<file path="src/rtl/sio_irq_pkg.sv">
package sio_irq_pkg;
  localparam int NUM_CHAN = 2;
  localparam int CMD_W = 3;
  localparam int MODE_W = 2;
  localparam int BYTE_W = 8;

  localparam logic [CMD_W-1:0] CMD_CLR_TX = 3'b101;
  localparam logic [CMD_W-1:0] CMD_RST_SVC = 3'b111;

  typedef enum logic [2:0] {
    ACT_NONE, ACT_RESET, ACT_READ, ACT_CLRTX, ACT_RSTSVC, ACT_RX, ACT_TX
  } actKind_e;

  typedef struct packed {
    actKind_e kind;
    logic chan;
  } actStrobe_t;

  function automatic logic [BYTE_W-1:0] rxVec(input logic ch, input logic hi);
    if (hi) return ch ? 8'h20 : 8'h30;
    return ch ? 8'h04 : 8'h0C;
  endfunction

  function automatic logic [BYTE_W-1:0] txVec(input logic ch, input logic hi);
    if (ch) return 8'h00;
    return hi ? 8'h10 : 8'h08;
  endfunction

  function automatic logic [BYTE_W-1:0] idleVec(input logic hi);
    return hi ? 8'h60 : 8'h06;
  endfunction

  function automatic logic [BYTE_W-1:0] rxMask(input logic ch);
    return ch ? 8'h04 : 8'h20;
  endfunction

  function automatic logic [BYTE_W-1:0] txMask(input logic ch);
    return ch ? 8'h02 : 8'h10;
  endfunction
endpackage

</file>
<file path="src/rtl/sio_irq_arbiter.sv">
module sio_irq_arbiter
  import sio_irq_pkg::*;
(
  input  logic [NUM_CHAN-1:0]       chanReset,
  input  logic [NUM_CHAN-1:0]       dataRead,
  input  logic [NUM_CHAN-1:0]       cmdWrite,
  input  logic [NUM_CHAN*CMD_W-1:0] cmdCode,
  input  logic [NUM_CHAN-1:0]       rxEvent,
  input  logic [NUM_CHAN-1:0]       txEvent,
  output actStrobe_t                act
);
  // Later assignments win: lowest channel and highest-ranked kind go last.
  always_comb begin
    act = '{kind: ACT_NONE, chan: 1'b0};
    for (int c = NUM_CHAN - 1; c >= 0; c--) begin
      if (txEvent[c]) act = '{kind: ACT_TX, chan: 1'(c)};
      if (rxEvent[c]) act = '{kind: ACT_RX, chan: 1'(c)};
      if (cmdWrite[c] && cmdCode[c*CMD_W +: CMD_W] == CMD_RST_SVC)
        act = '{kind: ACT_RSTSVC, chan: 1'(c)};
      if (cmdWrite[c] && cmdCode[c*CMD_W +: CMD_W] == CMD_CLR_TX)
        act = '{kind: ACT_CLRTX, chan: 1'(c)};
      if (dataRead[c]) act = '{kind: ACT_READ, chan: 1'(c)};
      if (chanReset[c]) act = '{kind: ACT_RESET, chan: 1'(c)};
    end
  end
endmodule

</file>
<file path="src/rtl/sio_irq_flags.sv">
module sio_irq_flags
  import sio_irq_pkg::*;
(
  input  logic                       clk,
  input  logic                       rstN,
  input  logic                       statusHi,
  input  logic [NUM_CHAN-1:0]        txIntEn,
  input  logic [NUM_CHAN*MODE_W-1:0] rxIntMode,
  input  logic [NUM_CHAN-1:0]        brkIntEn,
  input  logic [NUM_CHAN-1:0]        brkStatus,
  input  actStrobe_t                 act,
  output logic                       irq,
  output logic [BYTE_W-1:0]          pendStatus,
  output logic [BYTE_W-1:0]          intVector
);
  logic [NUM_CHAN-1:0] rxPend, rxSvc, txPend, txSvc;
  logic [NUM_CHAN-1:0] rxPendNxt, rxSvcNxt, txPendNxt, txSvcNxt;
  logic [BYTE_W-1:0] statusNxt, vectorNxt;
  logic [NUM_CHAN-1:0] chanIrq;
  logic postRx, postTx, ch;
  logic irqQ;

  always_comb begin
    rxPendNxt = rxPend;
    rxSvcNxt  = rxSvc;
    txPendNxt = txPend;
    txSvcNxt  = txSvc;
    statusNxt = pendStatus;
    vectorNxt = intVector;
    postRx = 1'b0;
    postTx = 1'b0;
    ch = act.chan;
    case (act.kind)
      ACT_RESET: begin
        rxPendNxt[ch] = 1'b0;
        rxSvcNxt[ch]  = 1'b0;
        txPendNxt[ch] = 1'b0;
        txSvcNxt[ch]  = 1'b0;
        statusNxt = statusNxt & ~(rxMask(ch) | txMask(ch));
      end
      ACT_READ: begin
        rxPendNxt[ch] = 1'b0;
        rxSvcNxt[ch]  = 1'b0;
        vectorNxt = idleVec(statusHi);
        statusNxt = statusNxt & ~rxMask(ch);
        postTx = txPend[ch];
      end
      ACT_CLRTX: begin
        txPendNxt[ch] = 1'b0;
        txSvcNxt[ch]  = 1'b0;
        vectorNxt = idleVec(statusHi);
        statusNxt = statusNxt & ~txMask(ch);
        postRx = rxPend[ch];
      end
      ACT_RSTSVC: begin
        if (rxSvc[ch]) begin
          rxSvcNxt[ch] = 1'b0;
          postTx = txPend[ch];
        end else begin
          txSvcNxt[ch] = 1'b0;
        end
      end
      ACT_RX: postRx = 1'b1;
      ACT_TX: postTx = 1'b1;
      default: ;
    endcase
    if (postRx) begin
      rxPendNxt[ch] = 1'b1;
      rxSvcNxt[ch]  = 1'b1;
      statusNxt = statusNxt | rxMask(ch);
      vectorNxt = rxVec(ch, statusHi);
    end
    if (postTx) begin
      txPendNxt[ch] = 1'b1;
      if (!rxSvcNxt[ch]) begin
        txSvcNxt[ch] = 1'b1;
        if (txIntEn[ch]) statusNxt = statusNxt | txMask(ch);
        vectorNxt = txVec(ch, statusHi);
      end
    end
  end

  for (genvar g = 0; g < NUM_CHAN; g++) begin : g_chanIrq
    logic rxModeOn;
    assign rxModeOn = (rxIntMode[g*MODE_W +: MODE_W] == 2'b01) ||
                      (rxIntMode[g*MODE_W +: MODE_W] == 2'b10);
    assign chanIrq[g] = (txIntEn[g] & txPendNxt[g]) |
                        (rxModeOn & rxPendNxt[g]) |
                        (brkIntEn[g] & brkStatus[g]);
  end

  always_ff @(posedge clk) begin
    if (!rstN) begin
      rxPend <= '0;
      rxSvc  <= '0;
      txPend <= '0;
      txSvc  <= '0;
      pendStatus <= '0;
      intVector  <= '0;
      irqQ <= 1'b0;
    end else begin
      rxPend <= rxPendNxt;
      rxSvc  <= rxSvcNxt;
      txPend <= txPendNxt;
      txSvc  <= txSvcNxt;
      pendStatus <= statusNxt;
      intVector  <= vectorNxt;
      irqQ <= |chanIrq;
    end
  end

  assign irq = irqQ;
endmodule

</file>
<file path="src/rtl/sio_irq_vector.sv">
module sio_irq_vector
  import sio_irq_pkg::*;
(
  input  logic        clk,
  input  logic        rstN,
  input  logic        statusHi,
  input  logic [1:0]  txIntEn,
  input  logic [3:0]  rxIntMode,
  input  logic [1:0]  brkIntEn,
  input  logic [1:0]  brkStatus,
  input  logic [1:0]  rxEvent,
  input  logic [1:0]  txEvent,
  input  logic [1:0]  dataRead,
  input  logic [1:0]  cmdWrite,
  input  logic [5:0]  cmdCode,
  input  logic [1:0]  chanReset,
  output logic        irq,
  output logic [7:0]  pendStatus,
  output logic [7:0]  intVector
);
  actStrobe_t act;

  sio_irq_arbiter u_arb (
    .chanReset(chanReset), .dataRead(dataRead), .cmdWrite(cmdWrite),
    .cmdCode(cmdCode), .rxEvent(rxEvent), .txEvent(txEvent), .act(act)
  );

  sio_irq_flags u_flags (
    .clk(clk), .rstN(rstN), .statusHi(statusHi), .txIntEn(txIntEn),
    .rxIntMode(rxIntMode), .brkIntEn(brkIntEn), .brkStatus(brkStatus),
    .act(act), .irq(irq), .pendStatus(pendStatus), .intVector(intVector)
  );
endmodule

</file>
<file path="config.mk">
export PLATFORM = sky130hd
export DESIGN_NAME = sio_irq_vector
export DESIGN_NICKNAME = d
export VERILOG_FILES = /design/src/rtl/sio_irq_pkg.sv /design/src/rtl/sio_irq_arbiter.sv /design/src/rtl/sio_irq_flags.sv /design/src/rtl/sio_irq_vector.sv
export SDC_FILE = /design/constraint.sdc
export NUM_CORES = 1
export LEC_CHECK = 0
export BUFFER_PORTS_ARGS = -buffer_cell sky130_fd_sc_hd__buf_2
export CAP_MARGIN = 10
export CORE_MARGIN = 1.5
export CORE_UTILIZATION = 44
export DETAILED_ROUTE_END_ITERATION = 16
export HOLD_SLACK_MARGIN = 0.08
export PLACE_DENSITY_LB_ADDON = 0.2
export SETUP_SLACK_MARGIN = 0.15
export SYNTH_ARGS = -nofsm -noshare
export SYNTH_HDL_FRONTEND = slang
export SYNTH_SLANG_ARGS = --single-unit
</file>
<file path="constraint.sdc">
create_clock -name clk -period 6.3 [get_ports clk]
set_clock_uncertainty 0.15 [all_clocks]
set_input_delay 0 -clock clk [delete_from_list [all_inputs] [get_ports clk]]
set_output_delay 0 -clock clk [all_outputs]
set_load 0.1 [all_outputs]
</file>
==> qor.csv <==
stage,metric,value,unit
status,status,"complete, no violations",
power_and_ir_drop,power,288,uW
timing,fin_crit_sh,56.1,%
setup_path,crit_buf_inv,4,
place,place.port_buffers,41,
place,place_worst_setup_slack,3660,ps
setup_path,cp-end-kind,flop,
route,drtIter0Drc,31,
clock_network,cts.sinks,19,
global_route,grt_pass1_vias,1095,
place,gp_congestion,0.851,
clock_network,clockBufferDepth,2,
floorplanning,ioPinCount,46,
setup_path,crit_chain,dlygate4sd3_1 -> buf_2 -> or2_4 -> a2111oi_4 -> o211ai_1 -> nand2_1 -> a2bb2oi_1 -> dlygate4sd3_1 -> a21oi_1 -> dlygate4sd3_1,
route,avgViaCountPerCell,5.75,
final_layout,final_nets,222,
timing,slew_viol_final,0,
setup_path,cpMostUsedCell,dlygate4sd3_1,
clock_network,post_cts_buffers,0,
route,drc,0,
timing,fin_crit,3530,ps
synth,synth-main-ff-cell,dfxtp_1,
clock_network,clk_pin_slew,110,ps
route,wire_per_inst,13.5,microns
timing,hold_viol,0,
timing,slew_headroom,48.7,%
final_layout,layout-drive-gt1-share,29.2,%
clock_network,insertion_delay,290,ps
setup_path,cp_max_fo,13,
global_route,grt_usage,21.0,%
synth,synth_area,1170,sq um
timing,worst-slew-pin-transition,770,ps
route,dr_total_vias,1277,
hold_path,hp-class,input pin to flop,
timing,setup_viol,0,
floorplanning,dieHeight,54.5,microns
clock_network,cts_resized,0,
synth,ys_warn_count,0,
setup_path,crit_family,buffers and inverters,
place,dpl.hpwl,2310,microns
clock_network,cts_tree,built,
synth,synthArstFlopShare,0,%
setup_path,cpPeakStageDelay,730,ps
synth,yosysSeqAreaShare,32.5,%
setup_path,cp_data_required_time,6340,ps
synth,synth_edf_count,0,
clock_network,h-tree-depth,1,
floorplanning,fp-row-count,18,
global_route,grt_max_degree,14,
clock_network,cts_buffers,3,
final_layout,syn2layout_area_growth,29.3,%
setup_path,crit_type,input pin to flop,
synth,synthesis.instances,140,
setup_path,cp_data_arrival_time,3570,ps
synth,avgSynthCellArea,8.35,sq um
route,ant_nets,0,
floorplanning,core,2500,sq um
setup_path,slowest_stage,a2111oi_4,
timing,fin_setup_tns,0,ps
timing,fin_ws,2770,ps
floorplanning,die_area,2970,sq um
global_route,antenna_found_initial,0,
final_layout,nFillCells,250,
timing,rsz0062_at_grt,false,
clock_network,hold_buffers,10,
synth,synth.distinct_cells,53,
route,wirelength,3000,microns
power_and_ir_drop,leakage,0.000677,uW
clock_network,cts_root_buffer,clkbuf_4,
power_and_ir_drop,power-per-cell-area,190,nW/um^2
route,drtPass1Iterations,4,
floorplanning,die_w,54.5,microns
floorplanning,start_util,46.7,%
run,maxCapViolations,0,
final_layout,diodes,0,
synth,synth-seq-cells,19,
global_route,grt_pass1_wl,4600,microns
global_route,overflow,0,
setup_path,critPathLaunchType,input pin,
power_and_ir_drop,max-vdd-ir-drop,0.219,mV
timing,max_freq,283,MHz
## final timing paths
check	from	endpoint	slack [ps]	depth (start not counted)
setup / recovery	chanReset[0]	u_flags.irq	2770	10
hold / removal	rxEvent[0]	u_flags.pendStatus[1]	150	6
setup reg to reg	u_flags.txPend[0]	u_flags.irq	4110	6
hold reg to reg	u_flags.intVector[4]	u_flags.intVector[4]	320	1
## worst min-delay path, cell delays in order
cell and delay, ps:
buf_2 100, a31o_2 150, a2111oi_4 100, nand2_1 80, o21a_1 100, nor2_1 30
## synth_stat cells (2+ instances only)
library cell	n	area (sq um)
nor2_1	21	78.8
dfxtp_1	19	380
nand2_1	12	45.0
a21oi_1	9	45.0
o31ai_1	6	45.0
and2_1	5	31.3
buf_4	4	30.0
nand3_1	4	20.0
inv_1	3	11.3
nand2b_1	3	18.8
o21ai_0	3	15.0
a211oi_1	2	15.0
a2bb2oi_1	2	17.5
a32o_1	2	20.0
and4b_1	2	20.0
mux2i_1	2	20.0
o21ai_1	2	10.0
o221a_2	2	22.5
or3_1	2	12.5
xnor2_1	2	17.5
## routing by layer
| layer | track usage (%) | routed length, microns |
|---|---|---|
| met3 | 4.92 | 203 |
| met2 | 35.1 | 1430 |
| met1 | 28.2 | 1350 |
| met4 | 2.50 | 21 |
| met5 | 0 | 0 |
## cell usage in the layout, fill, tap and decap left out, types with 3 or more instances in the layout
cell	netlist	routed
a21oi_1	9	9
and2_1	5	5
buf_2	1	41
clkbuf_4	0	3
conb_1	1	4
dfxtp_1	19	19
dlygate4sd3_1	0	10
inv_1	3	3
nand2_1	12	12
nand2b_1	3	3
nand3_1	4	4
nor2_1	21	21
o21ai_0	3	3
o31ai_1	6	6
## cell type report
type	instances	area, sq um	area share (%)
Inverter	4	15.0	0.993
Clock inverter	1	5.00	0.331
Sequential cell	19	380	25.2
Tap cell	30	37.5	2.48
Multi-Input combinational cell	114	746	49.3
Timing Repair Buffer	51	305	20.2
Clock buffer	3	22.5	1.49
## cells by family after synthesis
| family | after synthesis | share of synthesized area [%] |
|---|---|---|
| AO/OA/AOI/OAI | 43 | 29.8 |
| XOR/XNOR | 3 | 2.25 |
| buffers and inverters | 10 | 4.60 |
| flip-flops | 19 | 32.5 |
| multiplexers | 4 | 3.64 |
| other | 1 | 0.321 |
| AND/OR/NAND/NOR | 60 | 26.9 |
## where the power goes
| part | switching (uW) | internal (uW) |
|---|---|---|
| Combinational | 71.8 | 29.8 |
| Sequential | 2.05 | 125 |
| Clock | 35.6 | 23.6 |
## sequential cells by signal, summed over array words and instances, names as in the netlist
signal              cells
u_flags.rxSvc           2
u_flags.rxPend          2
u_flags.txPend          2
u_flags.intVector       8
u_flags.pendStatus      4
u_flags.irq             1
## metrics by stage
step	cell area, sq um	util (%)	hold slack, ps	cells
floorplan	1180	-	-55.9	143
global placement	1380	55.4	101	208
detailed placement	1380	55.4	118	208
CTS	1510	60.5	138	222
global route	1510	60.5	173	222
finish	1510	60.5	150	222
Power figures use the tool's default switching activity.
